### config.mk
export PLATFORM = sky130hd
export DESIGN_NAME = prog_seq
export DESIGN_NICKNAME = d
export VERILOG_FILES = /design/src/rtl/seq_pkg.sv /design/src/rtl/seq_decode.sv /design/src/rtl/seq_stack.sv /design/src/rtl/prog_seq.sv
export SDC_FILE = /design/constraint.sdc
export NUM_CORES = 1
export LEC_CHECK = 0
export BUFFER_PORTS_ARGS = -buffer_cell sky130_fd_sc_hd__buf_2
export CAP_MARGIN = 20
export CORE_ASPECT_RATIO = 0.8
export CORE_MARGIN = 3
export CORE_UTILIZATION = 30
export DETAILED_ROUTE_END_ITERATION = 7
export MAX_ROUTING_LAYER = met4
export PLACE_DENSITY = 0.62
export SLEW_MARGIN = 20
export SYNTH_ARGS = -nofsm -noshare
export SYNTH_HDL_FRONTEND = slang
export SYNTH_SLANG_ARGS = --single-unit
### constraint.sdc
create_clock -name clk -period 1.15 [get_ports clk]
set_input_delay 0.1725 -clock clk [delete_from_list [all_inputs] [get_ports clk]]
set_output_delay 0.1725 -clock clk [all_outputs]
set_load 0.01 [all_outputs]
### src/rtl/seq_pkg.sv
package seq_pkg;

  localparam int INSTR_W = 12;
  localparam int LIT_W   = 8;

  typedef enum logic [2:0] {
    CTL_SEQ,
    CTL_JUMP,
    CTL_CALL,
    CTL_RET,
    CTL_TST_CLR,
    CTL_TST_SET,
    CTL_TST_ZERO,
    CTL_HALT
  } ctl_e;

  // Classify an executing word; sleep is matched in full before prefixes.
  function automatic ctl_e classify(input logic [INSTR_W-1:0] w);
    ctl_e k;
    if (w == 12'h003)                                 k = CTL_HALT;
    else if (w[11:9] == 3'b101)                       k = CTL_JUMP;
    else if (w[11:8] == 4'b1001)                      k = CTL_CALL;
    else if (w[11:8] == 4'b1000)                      k = CTL_RET;
    else if (w[11:8] == 4'b0110)                      k = CTL_TST_CLR;
    else if (w[11:8] == 4'b0111)                      k = CTL_TST_SET;
    else if (w[11:9] == 3'b001 && w[7:6] == 2'b11)    k = CTL_TST_ZERO;
    else                                              k = CTL_SEQ;
    return k;
  endfunction

endpackage

### src/rtl/seq_decode.sv
module seq_decode
  import seq_pkg::*;
#(
  parameter int PC_W = 9
) (
  input  logic [INSTR_W-1:0] instr,
  input  logic               bit_val,
  input  logic               zero_res,
  output ctl_e               kind,
  output logic               skip_hit,
  output logic [PC_W-1:0]    target
);

  always_comb begin
    kind = classify(instr);
    unique case (kind)
      CTL_TST_CLR:  skip_hit = ~bit_val;
      CTL_TST_SET:  skip_hit = bit_val;
      CTL_TST_ZERO: skip_hit = zero_res;
      default:      skip_hit = 1'b0;
    endcase
    if (kind == CTL_JUMP) target = PC_W'(instr[8:0]);
    else                  target = PC_W'(instr[LIT_W-1:0]);
  end

endmodule

### src/rtl/seq_stack.sv
module seq_stack #(
  parameter int W     = 9,
  parameter int DEPTH = 2
) (
  input  logic         clk,
  input  logic         rst_n,
  input  logic         push,
  input  logic         pop,
  input  logic [W-1:0] push_data,
  output logic [W-1:0] top
);

  localparam int BITS = W * DEPTH;

  logic [BITS-1:0] stk_q, stk_d;
  logic            stk_en;

  // Vacated slots fill with zero, so an empty pop yields address 0.
  always_comb begin
    stk_en = push | pop;
    stk_d  = stk_q;
    if (push)     stk_d = {stk_q[BITS-W-1:0], push_data};
    else if (pop) stk_d = {W'(0), stk_q[BITS-1:W]};
  end

  always_ff @(posedge clk or negedge rst_n) begin
    if (!rst_n)      stk_q <= '0;
    else if (stk_en) stk_q <= stk_d;
  end

  assign top = stk_q[W-1:0];

endmodule

### src/rtl/prog_seq.sv
module prog_seq
  import seq_pkg::*;
#(
  parameter int PC_W      = 9,
  parameter int STK_DEPTH = 2
) (
  input  logic               clk,
  input  logic               rst_n,
  input  logic [11:0]        instr,
  input  logic               bit_val,
  input  logic               zero_res,
  input  logic               pcl_we,
  input  logic [7:0]         pcl_wdata,
  output logic [PC_W-1:0]    fetch_addr,
  output logic               exec_nop,
  output logic               w_load,
  output logic [7:0]         w_lit,
  output logic               halted
);

  localparam int SYNC_N = 2;

  logic [SYNC_N-1:0] rst_sync_q;
  logic              rst_int_n;

  always_ff @(posedge clk or negedge rst_n) begin
    if (!rst_n) rst_sync_q <= '0;
    else        rst_sync_q <= {rst_sync_q[SYNC_N-2:0], 1'b1};
  end
  assign rst_int_n = rst_sync_q[SYNC_N-1];

  ctl_e            kind;
  logic            skip_hit;
  logic [PC_W-1:0] target;

  seq_decode #(.PC_W(PC_W)) i_decode (
    .instr    (instr),
    .bit_val  (bit_val),
    .zero_res (zero_res),
    .kind     (kind),
    .skip_hit (skip_hit),
    .target   (target)
  );

  logic [PC_W-1:0] pc_q, pc_d, stk_top;
  logic            squash_q, squash_d;
  logic            halt_q, halt_d;
  logic            run_en, push, pop, ret_go;

  seq_stack #(.W(PC_W), .DEPTH(STK_DEPTH)) i_stack (
    .clk       (clk),
    .rst_n     (rst_int_n),
    .push      (push),
    .pop       (pop),
    .push_data (pc_q),
    .top       (stk_top)
  );

  // Next-state: one executing word per cycle unless squashed or halted.
  always_comb begin
    run_en   = ~halt_q;
    pc_d     = pc_q + 1'b1;
    squash_d = 1'b0;
    halt_d   = halt_q;
    push     = 1'b0;
    pop      = 1'b0;
    ret_go   = 1'b0;
    if (run_en && !squash_q) begin
      unique case (kind)
        CTL_JUMP: begin
          pc_d     = target;
          squash_d = 1'b1;
        end
        CTL_CALL: begin
          push     = 1'b1;
          pc_d     = target;
          squash_d = 1'b1;
        end
        CTL_RET: begin
          pop      = 1'b1;
          ret_go   = 1'b1;
          pc_d     = stk_top;
          squash_d = 1'b1;
        end
        CTL_HALT: begin
          halt_d = 1'b1;
          pc_d   = pc_q;
        end
        default: begin
          if (pcl_we) begin
            pc_d     = PC_W'(pcl_wdata);
            squash_d = 1'b1;
          end else if (skip_hit) begin
            squash_d = 1'b1;
          end
        end
      endcase
    end
  end

  always_ff @(posedge clk or negedge rst_int_n) begin
    if (!rst_int_n) begin
      pc_q     <= '0;
      squash_q <= 1'b1;
      halt_q   <= 1'b0;
    end else if (run_en) begin
      pc_q     <= pc_d;
      squash_q <= squash_d;
      halt_q   <= halt_d;
    end
  end

  assign fetch_addr = pc_q;
  assign exec_nop   = squash_q | halt_q;
  assign w_load     = ret_go;
  assign w_lit      = instr[LIT_W-1:0];
  assign halted     = halt_q;

endmodule

# ---- Word level (Yosys, flattened, before mapping)
# Index checks and enable logic that the tools add are counted.
dict set report op_classes {
  n_eq_ne 16
  mux 25
  bitwise 4
  addsub 1
  reduce_logical 8
}
# cell n
set ops {}
lappend ops {{$mux 18} 2}
lappend ops {{$mux 9} 3}
lappend ops {{$pmux 9 s3} 1}
lappend ops {{$mux 3} 7}
lappend ops {{$eq 3x3->1 const B} 5}
lappend ops {{$eq 12x2->1 const B} 1}
lappend ops {{$mux 1} 10}
lappend ops {{$add 9x1->9 const B} 1}
lappend ops {{$eq 4x3->1 const B} 2}
lappend ops {{$eq 4x4->1 const B} 2}
lappend ops {{$eq 3x1->1 const B} 2}
lappend ops {{$eq 3x2->1 const B} 2}
lappend ops {{$reduce_and 2->1} 2}
lappend ops {{$pmux 1 s3} 1}
lappend ops {{$reduce_or 3->1} 1}
lappend ops {{$eq 2x2->1 const B} 1}
lappend ops {{$logic_and 1x1->1} 2}
lappend ops {{$ne 2x2->1 const B} 1}
lappend ops {{$not 1->1} 2}
lappend ops {{$or 1x1->1} 2}
lappend ops {{$pmux 1 s2} 1}
lappend ops {{$reduce_bool 2->1} 1}
lappend ops {{$reduce_or 2->1} 1}
lappend ops {{$logic_not 1->1} 1}
dict set report totals {
  in_bits 25
  register_bits 31
}

# ---- Depth between registers and ports, before layout
# Gate-level depths: netlist (run 1).
dict set report logic_depth {
  depth_word 15
  ltp_mapped 8
  mapped_depth_nobuf 6
}

# ---- By module
# A second synthesis (run 1) with hierarchy kept.
dict set report hier_totals {
  cells_unflattened 243
  area_unflattened_um2 2218.4
}
# mod area_per_inst_um2 instances cells_each seq_area_each_um2
set by_module_without_submodules {}
lappend by_module_without_submodules {prog_seq 1133.6 1 128 326.6}
lappend by_module_without_submodules {seq_stack 874.6 1 86 450.4}
lappend by_module_without_submodules {seq_decode 210.2 1 29 0.0}

# ---- Worst setup path after synthesis (run 1)
# No wires, ideal clock.
dict set report synth_timing {
  kind {reg2reg}
  from {register halt_q, in the netlist halted}
  to {register i_stack.stk_q[16]}
  synth_period_minus_slack_ps 1693
  slack_ps -543
  arrival_ps 1573
  stages_incl_launch_ff 7
  cell_sequence {dfrtp_1 > clkbuf_1 > nor2_4 > nand2_2 > nor3b_4 > nor2_2 > a22o_1}
}
dict set report synth_between {
  elab_chain_cells 5
  word_cells_on_any_way 8
  classes_between {mux: 3; bitwise: 2; reduce/logical: 3}
}
# element line_no
set synth_rtl {}
lappend synth_rtl {{start, declared} prog_seq.sv:47} ;# logic halt_q, halt_d;
lappend synth_rtl {{start signal, assigned} prog_seq.sv:109} ;# halt_q <= halt_d;
lappend synth_rtl {{$not 1->1 (no line) (*)} --}
lappend synth_rtl {{$logic_and 1x1->1 (*)} prog_seq.sv:68} ;# if (run_en && !squash_q) begin
lappend synth_rtl {{$mux 1} prog_seq.sv:68}
lappend synth_rtl {{$reduce_bool 2->1 (no line) / $or 1x1->1 (equally long branches)} --}
lappend synth_rtl {{$reduce_and 2->1 (no line)} --}
lappend synth_rtl {{end signal, assigned} seq_stack.sv:28} ;# else if (stk_en) stk_q <= stk_d;
lappend synth_rtl {{end, declared} seq_stack.sv:15} ;# logic [BITS-1:0] stk_q, stk_d;
# Every way passes the cells marked *; elsewhere a longest branch is shown, timed or not.
# A chain may end at the register's enable or synchronous reset.

# ---- Worst setup path in the final report (run 1)
dict set report layout_timing {
  from {register squash_q}
  to {output exec_nop}
}
dict set report layout_between {
  elab_chain_cells 1
}
# element line_no
set layout_rtl {}
lappend layout_rtl {{start, declared} prog_seq.sv:46} ;# logic squash_q, squash_d;
lappend layout_rtl {{start signal, assigned} prog_seq.sv:108} ;# squash_q <= squash_d;
lappend layout_rtl {{$or 1x1->1} prog_seq.sv:114} ;# assign exec_nop = squash_q | halt_q;
lappend layout_rtl {{end, declared} prog_seq.sv:15} ;# output logic exec_nop,
# Every way passes these cells.

==> flow_metrics.env, run 1 <==
export IMPL_outcome="complete, but fails checks"
export IMPL_violations="setup timing"
export IMPL_io_buffers=44
export IMPL_antenna_cells=0
export IMPL_wl_per_cell_um=15.8
export IMPL_hold_path_class="in -> async"
export IMPL_wirelength_um=6830
export IMPL_dp_hpwl_um=4820
export IMPL_synth_top_family_by_area="compound AO/OA/AOI/OAI gates"
export IMPL_ys_seq_area_frac=0.379
export IMPL_cts_root_buffer="clkbuf_8"
export IMPL_yosys_warnings=0
export IMPL_dieArea_um2=7870
export IMPL_synth_cell_types=53
export IMPL_die_x_um=98.4
export IMPL_seqCellArea_um2=783
export IMPL_synth_area_per_cell_um2=9.07
export IMPL_rrSetupSlack_ns=-0.41
export IMPL_ctsHtreeMaxLevel=2
export IMPL_cp_num_cells=6
export IMPL_cp_slowest_cell="dfstp_2"
export IMPL_drive_gt1_frac=0.566
export IMPL_drtIter0Drc=155
export IMPL_synthToLayoutAreaGrowth_pct=70.4
export IMPL_grt_total_usage=0.188
export IMPL_cts_made_buffers=5
export IMPL_synth_compound_area_frac=0.222
export IMPL_clkSlewWorstSetupHoldPaths_ns=0.08
export IMPL_via_per_inst=5.10
export IMPL_synthMuxAreaShare=0.0842
export IMPL_grt_pass1_vias=2169
export IMPL_instances_no_fill=432
export IMPL_io_pins=45
export IMPL_timing_rr_start="halted$_DFF_PN0_"
export IMPL_power_density_nw_per_um2=1450
export IMPL_cts_sinks=31
export IMPL_multiInputGateArea_um2=1300
export IMPL_endpoint_kind="primary output"
export IMPL_die_y_um=79.9
export IMPL_cpMostUsedCell="buf_6"
export IMPL_synth_edff_count=0
export IMPL_ys_dominant_reg_cell="dfrtp_1"
export IMPL_gp_congestion=0.871
export IMPL_fin_ws_ns=-0.414
export IMPL_critPathCapture="exec_nop"
export IMPL_syn_inst=226
export IMPL_startpoint="squash_q$_DFFE_PN1N_"
export IMPL_path_buf_inv=5
export IMPL_finalCriticalPeriod_ns=1.56
export IMPL_cts_tree="yes"
export IMPL_worstSetupPathType="reg -> out"
export IMPL_period_share=1.36
export IMPL_ir_worst_vdd_mv=0.511
export IMPL_grt_pass1_wl_um=11200
export IMPL_num_rows=26
export IMPL_cp_arrival_ns=1.39
export IMPL_nFillCells=591
export IMPL_syn_nets=252
export IMPL_cp_slowest_stage_delay_ns=0.57
export IMPL_hold_worst_slack_ns=0.173
export IMPL_worst_setup_path_start_kind="flop"
export IMPL_via_count=2204
export IMPL_nNetsFinal=373
export IMPL_cp_data_required_time_ns=0.98
export IMPL_core_area_um2=6510
export IMPL_grt_antenna_before_repair=0
export IMPL_drcViolationCount=0
export IMPL_syn_area_um2=2050
export IMPL_cts_buffer_depth=2
export IMPL_firstDrtPassIters=4
export IMPL_reg2regPathDepth=7
export IMPL_synth_seq_cells=31
export IMPL_postRouteAntennaNets=0
export IMPL_fin_util=0.537
export IMPL_start_util=0.315
export IMPL_grt_overflow=0
export IMPL_leakage_uw=0.00162
export IMPL_yosys_area_share_simple=0.199
export IMPL_synthXorXnorAreaFrac=0.0171
export IMPL_cp_max_fo=3
export IMPL_finalHoldViolations=0
export IMPL_grt_max_degree=30
export IMPL_regToRegEndpoint="i_stack.stk_q[16]$_DFFE_PN0P_"
export IMPL_crit_chain="nor2_4 > buf_6 > buf_6 > inv_4 > buf_4 > buf_6"
export IMPL_dp_cells=395
export IMPL_fmax_ghz=0.639
export IMPL_max_cap_violations=0
export IMPL_final_setup_viol_count=36
export IMPL_ys_async_sr_fraction=1.00
export IMPL_worst_clock_skew_ns=0.00874
export IMPL_cp_top_family="flip-flops"
export IMPL_rsz0062_at_grt="true"
export IMPL_synthAdderAreaFrac=0.00611
export IMPL_maxSlewViolCount=0
export IMPL_insertion_delay_ns=0.30
==> layout make-up <==
cell class	instances	area share
clock buffers	5	0.0197
clock inverters	3	0.00573
inverters	5	0.00824
multi-input cells	165	0.372
flip-flops and latches	31	0.224
well taps	84	0.0301
repair buffers	139	0.340
==> report_power, final <==
part,switching (uW),internal [uW]
Sequential,307,1400
Clock,476,421
Combinational,1030,1420
==> worst min path at each step <==
| stage | to | slack (ns) |
|---|---|---|
| after global placement | rst_sync_q[1]$_DFF_PN0_ | -0.04 |
| final | rst_sync_q[1]$_DFF_PN0_ | 0.17 |
| after global routing | rst_sync_q[1]$_DFF_PN0_ | 0.17 |
| after floorplan | rst_sync_q[0]$_DFF_PN0_ | -0.12 |
| after detailed placement | rst_sync_q[1]$_DFF_PN0_ | -0.04 |
| after CTS | rst_sync_q[1]$_DFF_PN0_ | 0.17 |
==> placed cells by master, fill, tap and decap left out, types with 3 or more instances in the layout <==
cell,count
buf_12,6
nand3_1,4
mux2i_1,14
buf_2,33
clkbuf_8,5
nand2_1,18
nor2_1,10
nor2_4,5
inv_1,3
dfrtp_1,25
o211ai_1,3
nand2_2,3
a21oi_1,11
buf_4,64
dfrtp_2,5
o21ai_0,7
buf_6,33
o21ai_1,10
a31oi_1,3
nand3_2,5
nand2b_1,5
a22o_1,11
==> cells in the mapped netlist, drive strengths merged (3+ instances only) <==
master,instances,area (um^2)
nor2,15,73.8
a22o,11,96.3
a21oi,13,65.1
clkbuf,8,30.0
nand3,10,50.1
buf,18,136
nor4b,3,38.8
a211oi,3,22.5
mux2i,15,150
o21ai,19,95.1
nand2,23,88.8
dfrtp,30,751
nand2b,6,37.5
a31oi,4,25.0
nor3,4,25.0
inv,5,18.8
o211ai,3,22.5
==> stage by stage <==
| stage | power, uW | TNS [ns] | worst slack, ns | cell area, um^2 |
|---|---|---|---|---|
| 6_report | 5060 | -10.84 | -0.414 | 3490 |
| 3_3_place_gp | 3460 | -10.06 | -0.497 | 2870 |
| 5_1_grt | 5380 | -13.03 | -0.476 | 3490 |
| 3_5_place_dp | 3490 | -10.70 | -0.499 | 2870 |
| 2_1_floorplan | 2690 | -9.68 | -0.429 | 2190 |
| 4_1_cts | 4800 | -10.34 | -0.396 | 3300 |
==> cell families (layout without fill, tap and decap cells) <==
logic type      Yosys count  count (layout)
compound gates           68              68
xor+xnor                  4               4
fa+ha+maj                 1               1
buf+inv                  31             152
flops                    31              31
mux                      17              17
other cells               1               1
simple gates             73              74
==> registers in the layout, summed over array words and instances, names as in the netlist <==
register       cells
i_stack.stk_q     18
squash_q           1
halted             1
rst_sync_q         2
fetch_addr         9
==> repair_timing <==
| item | CTS | global route |
|---|---|---|
| setup buffers | 18 | 12 |
| cloned | 1 | 2 |
| endpoints found under the hold margin | 2 | 0 |
| pin swaps | 15 | 19 |
| hold buffers | 1 | 0 |
| resized for setup | 39 | 32 |
| setup endpoints to repair | 39 | 39 |
==> per-layer routing <==
metal | vias to the layer above | global-route usage | routed length [um] | share of wire
met5 | - | - | 0 | 0
met4 | 0 | 0.0409 | 61 | 0.0089
met3 | 6 | 0.0437 | 418 | 0.061
met2 | 69 | 0.272 | 3080 | 0.45
met1 | 1066 | 0.268 | 3270 | 0.48
li1 | 1063 | - | - | -
(Power assumes the default switching activity.)
==> run 2, diff against run 1 <==
--- a/config.mk
+++ b/config.mk
@@ -9,11 +9,11 @@
 export CAP_MARGIN = 20
 export CORE_ASPECT_RATIO = 0.8
 export CORE_MARGIN = 3
-export CORE_UTILIZATION = 30
+export CORE_UTILIZATION = 29
+export CTS_BUF_LIST = sky130_fd_sc_hd__clkbuf_8
 export DETAILED_ROUTE_END_ITERATION = 7
 export MAX_ROUTING_LAYER = met4
-export PLACE_DENSITY = 0.62
-export SLEW_MARGIN = 20
+export PLACE_DENSITY = 0.61
 export SYNTH_ARGS = -nofsm -noshare
 export SYNTH_HDL_FRONTEND = slang
 export SYNTH_SLANG_ARGS = --single-unit
==> run 2 against run 1 <==
Net effect: the flow still finishes with violations (setup timing); cell area down 1.3%; clock-buffer cell count up 1; routed wire length up 0.98%; sequential share of layout area up 0.34 points; sequential power about the same; combinational power up 2%; critical path depth up 1; cell count down 0.93%; maximum frequency up 3.5%; sequential cell count unchanged; first-iteration DRC count up 15%; non-clock buffer count down 3.
==> flow_metrics.env, run 2 (same netlist as run 1, synthesis figures left out) <==
export IMPL_switchingPower_uw=1760
export IMPL_seq_power_share=0.334
export IMPL_p_int_uw=3330
export IMPL_regToRegEndpoint="i_stack.stk_q[17]$_DFFE_PN0P_"
export IMPL_cp_data_required_time_ns=1.32
export IMPL_met2WireLength_um=3050
export IMPL_period_share=1.31
export IMPL_cts_tree="yes"
export IMPL_p_comb_frac=0.493
export IMPL_timing_rr_start="squash_q$_DFFE_PN1N_"
export IMPL_die_y_um=81.2
export IMPL_grt_overflow=0
export IMPL_top_layer="met4"
export IMPL_top_register="i_stack.stk_q"
export IMPL_clkSlewWorstSetupHoldPaths_ns=0.07
export IMPL_dieArea_um2=8120
export IMPL_finalCriticalPeriod_ns=1.51
export IMPL_cp_slowest_stage_delay_ns=0.39
export IMPL_violations="setup timing"
export IMPL_antenna_cells=0
export IMPL_cp_max_fo=5
export IMPL_final_setup_viol_count=36
export IMPL_reg2regPathDepth=7
export IMPL_endpoint_kind="flop"
export IMPL_largest_reg_flops=18
export IMPL_ir_worst_vdd_mv=0.570
export IMPL_grt_antenna_before_repair=0
export IMPL_nNetsFinal=370
export IMPL_cp_arrival_ns=1.68
export IMPL_firstDrtPassIters=4
export IMPL_outcome="complete, but fails checks"
export IMPL_clkPwrFrac=0.174
export IMPL_worstSetupPathType="reg -> reg"
export IMPL_dp_hpwl_um=4720
export IMPL_cts_made_buffers=5
export IMPL_drive_gt1_frac=0.576
export IMPL_multiInputGateArea_um2=1310
export IMPL_m1WireLength_um=3330
export IMPL_maxSlewViolCount=0
export IMPL_grt_pass1_vias=2080
export IMPL_cts_sinks=31
export IMPL_start_util=0.310
export IMPL_layout_commonest_cell="buf_4"
export IMPL_cts_root_buffer="clkbuf_8"
export IMPL_cp_slowest_cell="dfstp_2"
export IMPL_gp_congestion=0.867
export IMPL_nFillCells=577
export IMPL_rsz0062_at_grt="true"
export IMPL_p_sw_frac=0.346
export IMPL_grt_pass1_wl_um=10800
export IMPL_io_buffers=44
export IMPL_leakage_uw=0.00160
export IMPL_ctsHtreeMaxLevel=2
export IMPL_crit_chain="nor2_4 > buf_6 > nand2_4 > nor3b_4 > buf_6 > nor2_4 > a22o_1"
export IMPL_insertion_delay_ns=0.29
export IMPL_grt_max_degree=30
export IMPL_power_density_nw_per_um2=1480
export IMPL_rrSetupSlack_ns=-0.36
export IMPL_hold_worst_slack_ns=0.185
export IMPL_fin_ws_ns=-0.361
export IMPL_wirelength_um=6900
export IMPL_num_rows=26
export IMPL_seqCellArea_um2=785
export IMPL_grt_total_usage=0.176
export IMPL_core_area_um2=6600
export IMPL_synthToLayoutAreaGrowth_pct=68.1
export IMPL_path_buf_inv=2
export IMPL_cp_top_family="simple AND/OR/NAND/NOR gates"
export IMPL_fmax_ghz=0.662
export IMPL_worst_clock_skew_ns=0.00504
export IMPL_max_cap_violations=0
export IMPL_via_per_inst=5.19
export IMPL_io_pins=45
export IMPL_via_count=2221
export IMPL_final_cell_mix="buf_4, buf_2, buf_6, dfrtp_1, mux2i_1"
export IMPL_finalHoldViolations=0
export IMPL_worst_setup_path_start_kind="flop"
export IMPL_hold_path_class="in -> async"
export IMPL_die_x_um=100
export IMPL_tns_ns=-10.02
export IMPL_postRouteAntennaNets=0
export IMPL_drtIter0Drc=179
export IMPL_wl_per_cell_um=16.1
export IMPL_wl_met3_um=457
export IMPL_cts_buffer_depth=2
export IMPL_drcViolationCount=0
run 2: changes by cell type in the layout (fill, tap and decap cells not counted), moves of 2 or more:
| cell | previous run | this run |
|---|---|---|
| nand2_2 | 3 | 8 |
| nand2_1 | 18 | 13 |
| clkinvlp_4 | 2 | 0 |
| buf_12 | 6 | 4 |
run 2: power groups by stage:
| stage | sequential, uW | clock, uW | combinational [uW] |
|---|---|---|---|
| global route | 1740 | 957 | 2700 |
| detailed placement | 1690 | 0 | 1820 |
| floorplan | 1680 | 0 | 1010 |
| finish | 1700 | 884 | 2510 |
| global placement | 1690 | 0 | 1800 |
| CTS | 1690 | 897 | 2140 |
run 2: stage by stage:
step	area [um^2]	instances	setup WS (ns)	util	power, uW
final	3450	428	-0.361	0.522	5090
after global routing	3450	428	-0.400	0.522	5400
after CTS	3210	415	-0.367	0.486	4720
after detailed placement	2840	391	-0.406	0.430	3510
after global placement	2840	391	-0.413	0.430	3500
after floorplan	2190	226	-0.429	-	2690
run 2: how the worst max path moves through the flow:
stage	to	slack, ns	cells past startpoint	start
2_1_floorplan	i_stack.stk_q[16]$_DFFE_PN0P_	-0.43	6	halted$_DFF_PN0_
3_3_place_gp	fetch_addr[7]$_DFFE_PN0P_	-0.41	7	halted$_DFF_PN0_
3_5_place_dp	fetch_addr[7]$_DFFE_PN0P_	-0.41	7	halted$_DFF_PN0_
4_1_cts	i_stack.stk_q[15]$_DFFE_PN0P_	-0.37	7	halted$_DFF_PN0_
5_1_grt	i_stack.stk_q[9]$_DFFE_PN0P_	-0.40	7	squash_q$_DFFE_PN1N_
6_report	i_stack.stk_q[17]$_DFFE_PN0P_	-0.36	7	squash_q$_DFFE_PN1N_
run 2: area by class of cell:
cell class | count | share of cell area
clock buffer | 6 | 0.0240
clock inverter | 1 | 0.00145
inverter | 5 | 0.00835
multi-input combinational | 165 | 0.380
sequential | 31 | 0.228
tap | 84 | 0.0305
timing repair buffer | 136 | 0.328
run 2: repair_timing:
item / in CTS / in global routing
endpoints found under the hold margin: 2 / 0
cloned: 2 / 0
hold buffers: 1 / 0
pin swaps: 4 / 18
gates resized for setup: 33 / 40
buffers inserted: 17 / 17
endpoints found under the setup margin: 37 / 40
run 2: worst reg2reg max path, delay by kind of cell (launching register included):
kind	cells	cell delay, ns
buffers and inverters	2	0.30
flip-flops	1	0.39
AND/OR/NAND/NOR	4	0.52
AO/OA/AOI/OAI	1	0.18
run 2: metal layers:
| layer | GRT usage | vias up |
|---|---|---|
| li1 | - | 1056 |
| met1 | 0.253 | 1071 |
| met2 | 0.249 | 82 |
| met3 | 0.0412 | 12 |
| met4 | 0.0431 | 0 |
| met5 | - | - |
